## src/rtl/gpio_pkg.sv

```systemverilog
package gpio_pkg;
  localparam int ADDR_W = 3;
  typedef enum logic [ADDR_W-1:0] {
    A_DATA  = 3'd0,
    A_DIR   = 3'd1,
    A_PULL  = 3'd4,
    A_SLEW  = 3'd5,
    A_DRIVE = 3'd6
  } gpio_addr_e;
endpackage

```

## src/rtl/gpio_sync.sv

```systemverilog
module gpio_sync #(
  parameter int WIDTH  = 8,
  parameter int STAGES = 2
) (
  input  logic             clk,
  input  logic             rst_n,
  input  logic [WIDTH-1:0] d_in,
  output logic [WIDTH-1:0] d_out
);
  logic [WIDTH-1:0] chain [STAGES];

  genvar s;
  generate
    for (s = 0; s < STAGES; s++) begin : g_stage
      always_ff @(posedge clk or negedge rst_n) begin
        if (!rst_n) chain[s] <= '0;
        else if (s == 0) chain[s] <= d_in;
        else chain[s] <= chain[(s == 0) ? 0 : s-1];
      end
    end
  endgenerate

  assign d_out = chain[STAGES-1];

  logic [1:0] age;
  always_ff @(posedge clk or negedge rst_n) begin
    if (!rst_n) age <= '0;
    else if (age != 2'd3) age <= age + 2'd1;
  end

  generate
    if (STAGES == 2) begin : g_chk

      sync_latency_chk: assert property (@(posedge clk) disable iff (!rst_n)
        (age >= 2'd2) |-> (d_out == $past(d_in, 2)));
    end
  endgenerate
endmodule

```

## src/rtl/gpio_regfile.sv

```systemverilog
module gpio_regfile
  import gpio_pkg::*;
#(
  parameter int WIDTH = 8
) (
  input  logic              clk,
  input  logic              rst_n,
  input  logic [ADDR_W-1:0] addr,
  input  logic              we,
  input  logic [WIDTH-1:0]  wdata,
  output logic [WIDTH-1:0]  latch_q,
  output logic [WIDTH-1:0]  dir_q,
  output logic [WIDTH-1:0]  pull_q,
  output logic [WIDTH-1:0]  slew_q,
  output logic [WIDTH-1:0]  drive_q
);
  localparam int NREG = 5;
  localparam logic [ADDR_W-1:0] MAP [NREG] = '{A_DATA, A_DIR, A_PULL, A_SLEW, A_DRIVE};

  logic [WIDTH-1:0] regs [NREG];

  genvar r;
  generate
    for (r = 0; r < NREG; r++) begin : g_reg
      always_ff @(posedge clk or negedge rst_n) begin
        if (!rst_n) regs[r] <= '0;
        else if (we && addr == MAP[r]) regs[r] <= wdata;
      end
    end
  endgenerate

  assign latch_q = regs[0];
  assign dir_q   = regs[1];
  assign pull_q  = regs[2];
  assign slew_q  = regs[3];
  assign drive_q = regs[4];


  latch_write_chk: assert property (@(posedge clk) disable iff (!rst_n)
    (we && addr == A_DATA) |=> (latch_q == $past(wdata)));


  dir_hold_chk: assert property (@(posedge clk) disable iff (!rst_n)
    !(we && addr == A_DIR) |=> $stable(dir_q));


  pad_bank_hold_chk: assert property (@(posedge clk) disable iff (!rst_n)
    !(we && addr[2]) |=> ($stable(pull_q) && $stable(slew_q) && $stable(drive_q)));
endmodule

```

## src/rtl/gpio_pad_gate.sv

```systemverilog
module gpio_pad_gate #(
  parameter int WIDTH = 8
) (
  input  logic [WIDTH-1:0] dir,
  input  logic [WIDTH-1:0] latch,
  input  logic [WIDTH-1:0] pull,
  input  logic [WIDTH-1:0] slew,
  input  logic [WIDTH-1:0] drive,
  input  logic [WIDTH-1:0] own,
  input  logic [WIDTH-1:0] p_oe,
  input  logic [WIDTH-1:0] p_do,
  input  logic [WIDTH-1:0] analog,
  output logic [WIDTH-1:0] oe,
  output logic [WIDTH-1:0] dout,
  output logic [WIDTH-1:0] pu,
  output logic [WIDTH-1:0] sl,
  output logic [WIDTH-1:0] hd
);
  genvar i;
  generate
    for (i = 0; i < WIDTH; i++) begin : g_pin
      logic oe_eff;
      assign oe_eff  = own[i] ? p_oe[i] : dir[i];
      assign oe[i]   = oe_eff;
      assign dout[i] = own[i] ? p_do[i] : latch[i];
      assign pu[i]   = pull[i] & ~oe_eff & ~analog[i];
      assign sl[i]   = slew[i] & oe_eff;
      assign hd[i]   = drive[i] & oe_eff;
    end
  endgenerate
endmodule

```

## src/rtl/gpio_port_ctrl.sv

```systemverilog
module gpio_port_ctrl
  import gpio_pkg::*;
#(
  parameter int WIDTH = 8
) (
  input  logic              clk,
  input  logic              rst_n,
  input  logic [ADDR_W-1:0] bus_addr,
  input  logic              bus_we,
  input  logic [WIDTH-1:0]  bus_wdata,
  output logic [WIDTH-1:0]  bus_rdata,
  input  logic [WIDTH-1:0]  pin_in,
  input  logic [WIDTH-1:0]  periph_own,
  input  logic [WIDTH-1:0]  periph_oe,
  input  logic [WIDTH-1:0]  periph_do,
  input  logic [WIDTH-1:0]  analog_sel,
  output logic [WIDTH-1:0]  pad_oe,
  output logic [WIDTH-1:0]  pad_do,
  output logic [WIDTH-1:0]  pad_pu,
  output logic [WIDTH-1:0]  pad_slew,
  output logic [WIDTH-1:0]  pad_hd
);
  localparam int SYNC_STAGES = 2;

  logic [WIDTH-1:0] latch_q, dir_q, pull_q, slew_q, drive_q, pin_sync;

  gpio_regfile #(.WIDTH(WIDTH)) u_regs (
    .clk(clk), .rst_n(rst_n), .addr(bus_addr), .we(bus_we), .wdata(bus_wdata),
    .latch_q(latch_q), .dir_q(dir_q), .pull_q(pull_q), .slew_q(slew_q),
    .drive_q(drive_q)
  );

  gpio_sync #(.WIDTH(WIDTH), .STAGES(SYNC_STAGES)) u_sync (
    .clk(clk), .rst_n(rst_n), .d_in(pin_in), .d_out(pin_sync)
  );

  gpio_pad_gate #(.WIDTH(WIDTH)) u_gate (
    .dir(dir_q), .latch(latch_q), .pull(pull_q), .slew(slew_q), .drive(drive_q),
    .own(periph_own), .p_oe(periph_oe), .p_do(periph_do), .analog(analog_sel),
    .oe(pad_oe), .dout(pad_do), .pu(pad_pu), .sl(pad_slew), .hd(pad_hd)
  );

  always_comb begin
    unique case (bus_addr)
      A_DATA:  bus_rdata = (dir_q & latch_q) | (~dir_q & pin_sync);
      A_DIR:   bus_rdata = dir_q;
      A_PULL:  bus_rdata = pull_q;
      A_SLEW:  bus_rdata = slew_q;
      A_DRIVE: bus_rdata = drive_q;
      default: bus_rdata = '0;
    endcase
  end


  pu_vs_drive_chk: assert property (@(posedge clk) disable iff (!rst_n)
    ((pad_pu & (pad_oe | analog_sel)) == '0));


  slew_vs_oe_chk: assert property (@(posedge clk) disable iff (!rst_n)
    ((pad_slew & ~pad_oe) == '0));


  override_chk: assert property (@(posedge clk) disable iff (!rst_n)
    (((pad_oe ^ periph_oe) & periph_own) == '0));
endmodule

```

## config.mk

```make
export PLATFORM = sky130hd
export DESIGN_NAME = gpio_port_ctrl
export DESIGN_NICKNAME = d
export VERILOG_FILES = /design/src/rtl/gpio_pkg.sv /design/src/rtl/gpio_sync.sv /design/src/rtl/gpio_regfile.sv /design/src/rtl/gpio_pad_gate.sv /design/src/rtl/gpio_port_ctrl.sv
export SDC_FILE = /design/constraint.sdc
export NUM_CORES = 1
export LEC_CHECK = 0
export BUFFER_PORTS_ARGS = -buffer_cell sky130_fd_sc_hd__buf_2
export CAP_MARGIN = 10
export CORE_MARGIN = 8
export CORE_UTILIZATION = 40
export DETAILED_ROUTE_END_ITERATION = 10
export PLACE_DENSITY = 0.72
export RECOVER_POWER = 100
export SLEW_MARGIN = 20
export SYNTH_ARGS = -nofsm -noshare
export SYNTH_HDL_FRONTEND = slang
export SYNTH_SLANG_ARGS = --single-unit
```

## constraint.sdc

```tcl
create_clock -name clk -period 3.2 [get_ports clk]
set_input_delay 0.32 -clock clk [delete_from_list [all_inputs] [get_ports clk]]
set_output_delay 0.32 -clock clk [all_outputs]
set_load 0.02 [all_outputs]
```

==> metrics.yaml <==
status: "complete, but fails checks"
violations: "negative hold slack, max-capacitance violations, max-slew violations"
startpoint: "bus_addr[1]"
timing.setup.tns_ns: 0
ctsResizeCount: 0
crit_chain: "clkbuf_1 -> or2_0 -> nor3b_1 -> mux2_2"
clock_skew_ns: 0.0004784
regToRegStartpoint: "u_regs.latch_q[3]"
ctsHoldBuffers: 0
ff2ff_path_depth: 1
yosysWarnings: 0
fp-row-count: 30
cts.sinks: 56
final_util_pct: 49.19
routed_wl_mm: 6.708
grtUsageTotal_pct: 13.79
via_per_inst: 5.213
required_ns: 3.40
ir_drop_uv: 219.9
r2r-end: "u_regs.latch_q[3]"
grt_pass1_wl_mm: 10.76
postCtsSetupBuffers: 0
grt_max_degree: 48
synthTopCellsByArea: "dfrtp_1 52%, mux2_2 26%, and2_1 3.7%, mux2i_1 2.9%, nor3b_1 2.5%"
final_area_sq_um: 3287
clock_path_buffers: 2
start_kind: "input port"
numCtsBuffers: 5
core_area_sq_um: 6681
port_buffers: 101
netlist_area_sq_um: 2718
rrSetupSlack_ns: 2.38
drtPass1Iterations: 4
initial_utilization_pct: 40.67
clk_root_buffer_cell: "clkbuf_8"
synth_edf_count: 0
synthArstFlopShare_pct: 100.0
via_count: 1960
synth_area_leader_cell: "dfrtp_1"
layout-drive-gt1-share_pct: 42.03
ys_ff_latch: 56
hold_violations: 2
syn-num-nets: 255
n_fill_cell: 631
yosysUniqueCellTypes: 26
path_class: "input port to register"
p_leak_nw: 1.445
critPathTopFamily: "simple AND/OR/NAND/NOR gates"
netlist_instances: 201
gp_routability_congestion: 0.7681
drc_errors: 0
antenna_found_initial: 0
holdWs_ns: -0.0006136
chipWidth_um: 98.43
insertion_delay_ns: 0.30
worst_pin_slew_ns: 1.573
drv_slew: 9
finalCriticalPeriod_ns: 2.452
dp_hpwl_mm: 5.168
fin_nets: 348
worstPathArrival_ns: 2.65
top_level_ports: 102
hp-class: "input port to asynchronous set/reset pin"
setup_viol: 0
synth_top_area_share_pct: 51.57
worst-path-max-fanout: 12
multi_input_area_sq_um: 1194
critical_path_buf_inv_count: 1
yosysSeqAreaShare_pct: 51.57
dieHeight_um: 98.43
powerDensity_nw_per_um2: 595.4
drtIter0Drc: 76
avgSynthCellArea_sq_um: 13.52
fin_crit_sh_pct: 76.63
cp_slowest_cell: "nor3b_1"
dieArea_sq_um: 9687
crit_path_end_kind: "register"
placed_area_sq_um: 3222
rsz0062_at_grt: "false"
avgRoutedWirePerCell_um: 17.84
synth_top_flop_cell: "dfrtp_1"
finalPower_mw: 1.957
slew_headroom_pct: -5.085
cpPeakStageDelay_ns: 1.28
ant_nets: 0
h-tree-depth: 2
cap_violations: 1
areaGrowthSynthToFinish_pct: 20.95
globalRoute.totalOverflow: 0
regArea_sq_um: 1401
max_freq_mhz: 407.8
cts_tree: "done"
cts.reportedPaths.clkPinSlew_ns: 0.10
grt_pass1_vias: 2086
==> synthesized netlist by cell type (2+ instances only) <==
cell type	number
and3b_1	2
buf_6	2
mux2_2	62
dfrtp_1	56
a32oi_1	4
clkbuf_1	3
and2_1	16
nor2b_1	2
o221ai_1	4
a22oi_1	7
mux2i_1	8
buf_2	3
o21ai_0	4
nor3b_1	9
buf_4	8
==> placed cells by master, fill, tap and decap left out, types with 7 or more instances in the layout <==
cell type / netlist / layout
buf_2: 3 / 61
dfrtp_1: 56 / 56
mux2_2: 62 / 53
clkbuf_1: 3 / 40
and2_1: 16 / 14
nor3b_1: 9 / 10
mux2_1: 0 / 9
mux2i_1: 8 / 8
a22oi_1: 7 / 7
clkbuf_8: 0 / 7
==> area by class of cell <==
type / count / share of cell area, %
Clock inverter: 1 / 0.9136
Tap cell: 80 / 3.045
Timing Repair Buffer: 102 / 14.08
Clock buffer: 7 / 2.931
Antenna cell: 1 / 0.07613
Sequential cell: 56 / 42.63
Multi-Input combinational cell: 129 / 36.32
==> report_power, final <==
part	switching, mW	internal (mW)
Clock	0.215	0.276
Sequential	0.104	0.829
Combinational	0.288	0.244
Total	0.608	1.35
==> per-layer routing <==
metal	routed length, um	GRT usage (%)
met1	2789	16.35
met2	3354	23.02
met3	469	4.017
met4	95	5.313
met5	0	0
==> cells by family after synthesis <==
kind of cell    share of synthesized area, %
flops                                  51.57
simple gates                           9.899
buf+inv                                4.005
compound gates                         5.893
mux                                    28.64
==> flip-flops by register name, summed over array words and instances (netlist names) <==
register and cells:
u_regs.dir_q 8, u_sync.d_out 8, u_sync.chain 8, u_regs.latch_q 8
u_regs.slew_q 8, u_regs.pull_q 8, u_regs.drive_q 8
==> worst max-delay path by stage <==
stage | cells after the start | slack, ns | endpoint
after floorplan | 4 | 1.51 | bus_rdata[4]
after global placement | 4 | 1.20 | u_regs.dir_q[1]
after detailed placement | 4 | 1.14 | u_regs.slew_q[7]
after CTS | 4 | 1.09 | bus_rdata[4]
after global routing | 4 | 0.63 | u_regs.latch_q[7]
final | 4 | 0.75 | u_regs.latch_q[5]
==> through the flow <==
stage | setup WS [ns] | cells
2_1_floorplan | 1.512 | 201
3_3_place_gp | 1.199 | 367
3_5_place_dp | 1.144 | 367
4_1_cts | 1.090 | 375
5_1_grt | 0.6330 | 375
6_report | 0.7478 | 376
No activity file was read; power rests on OpenSTA's default activity.
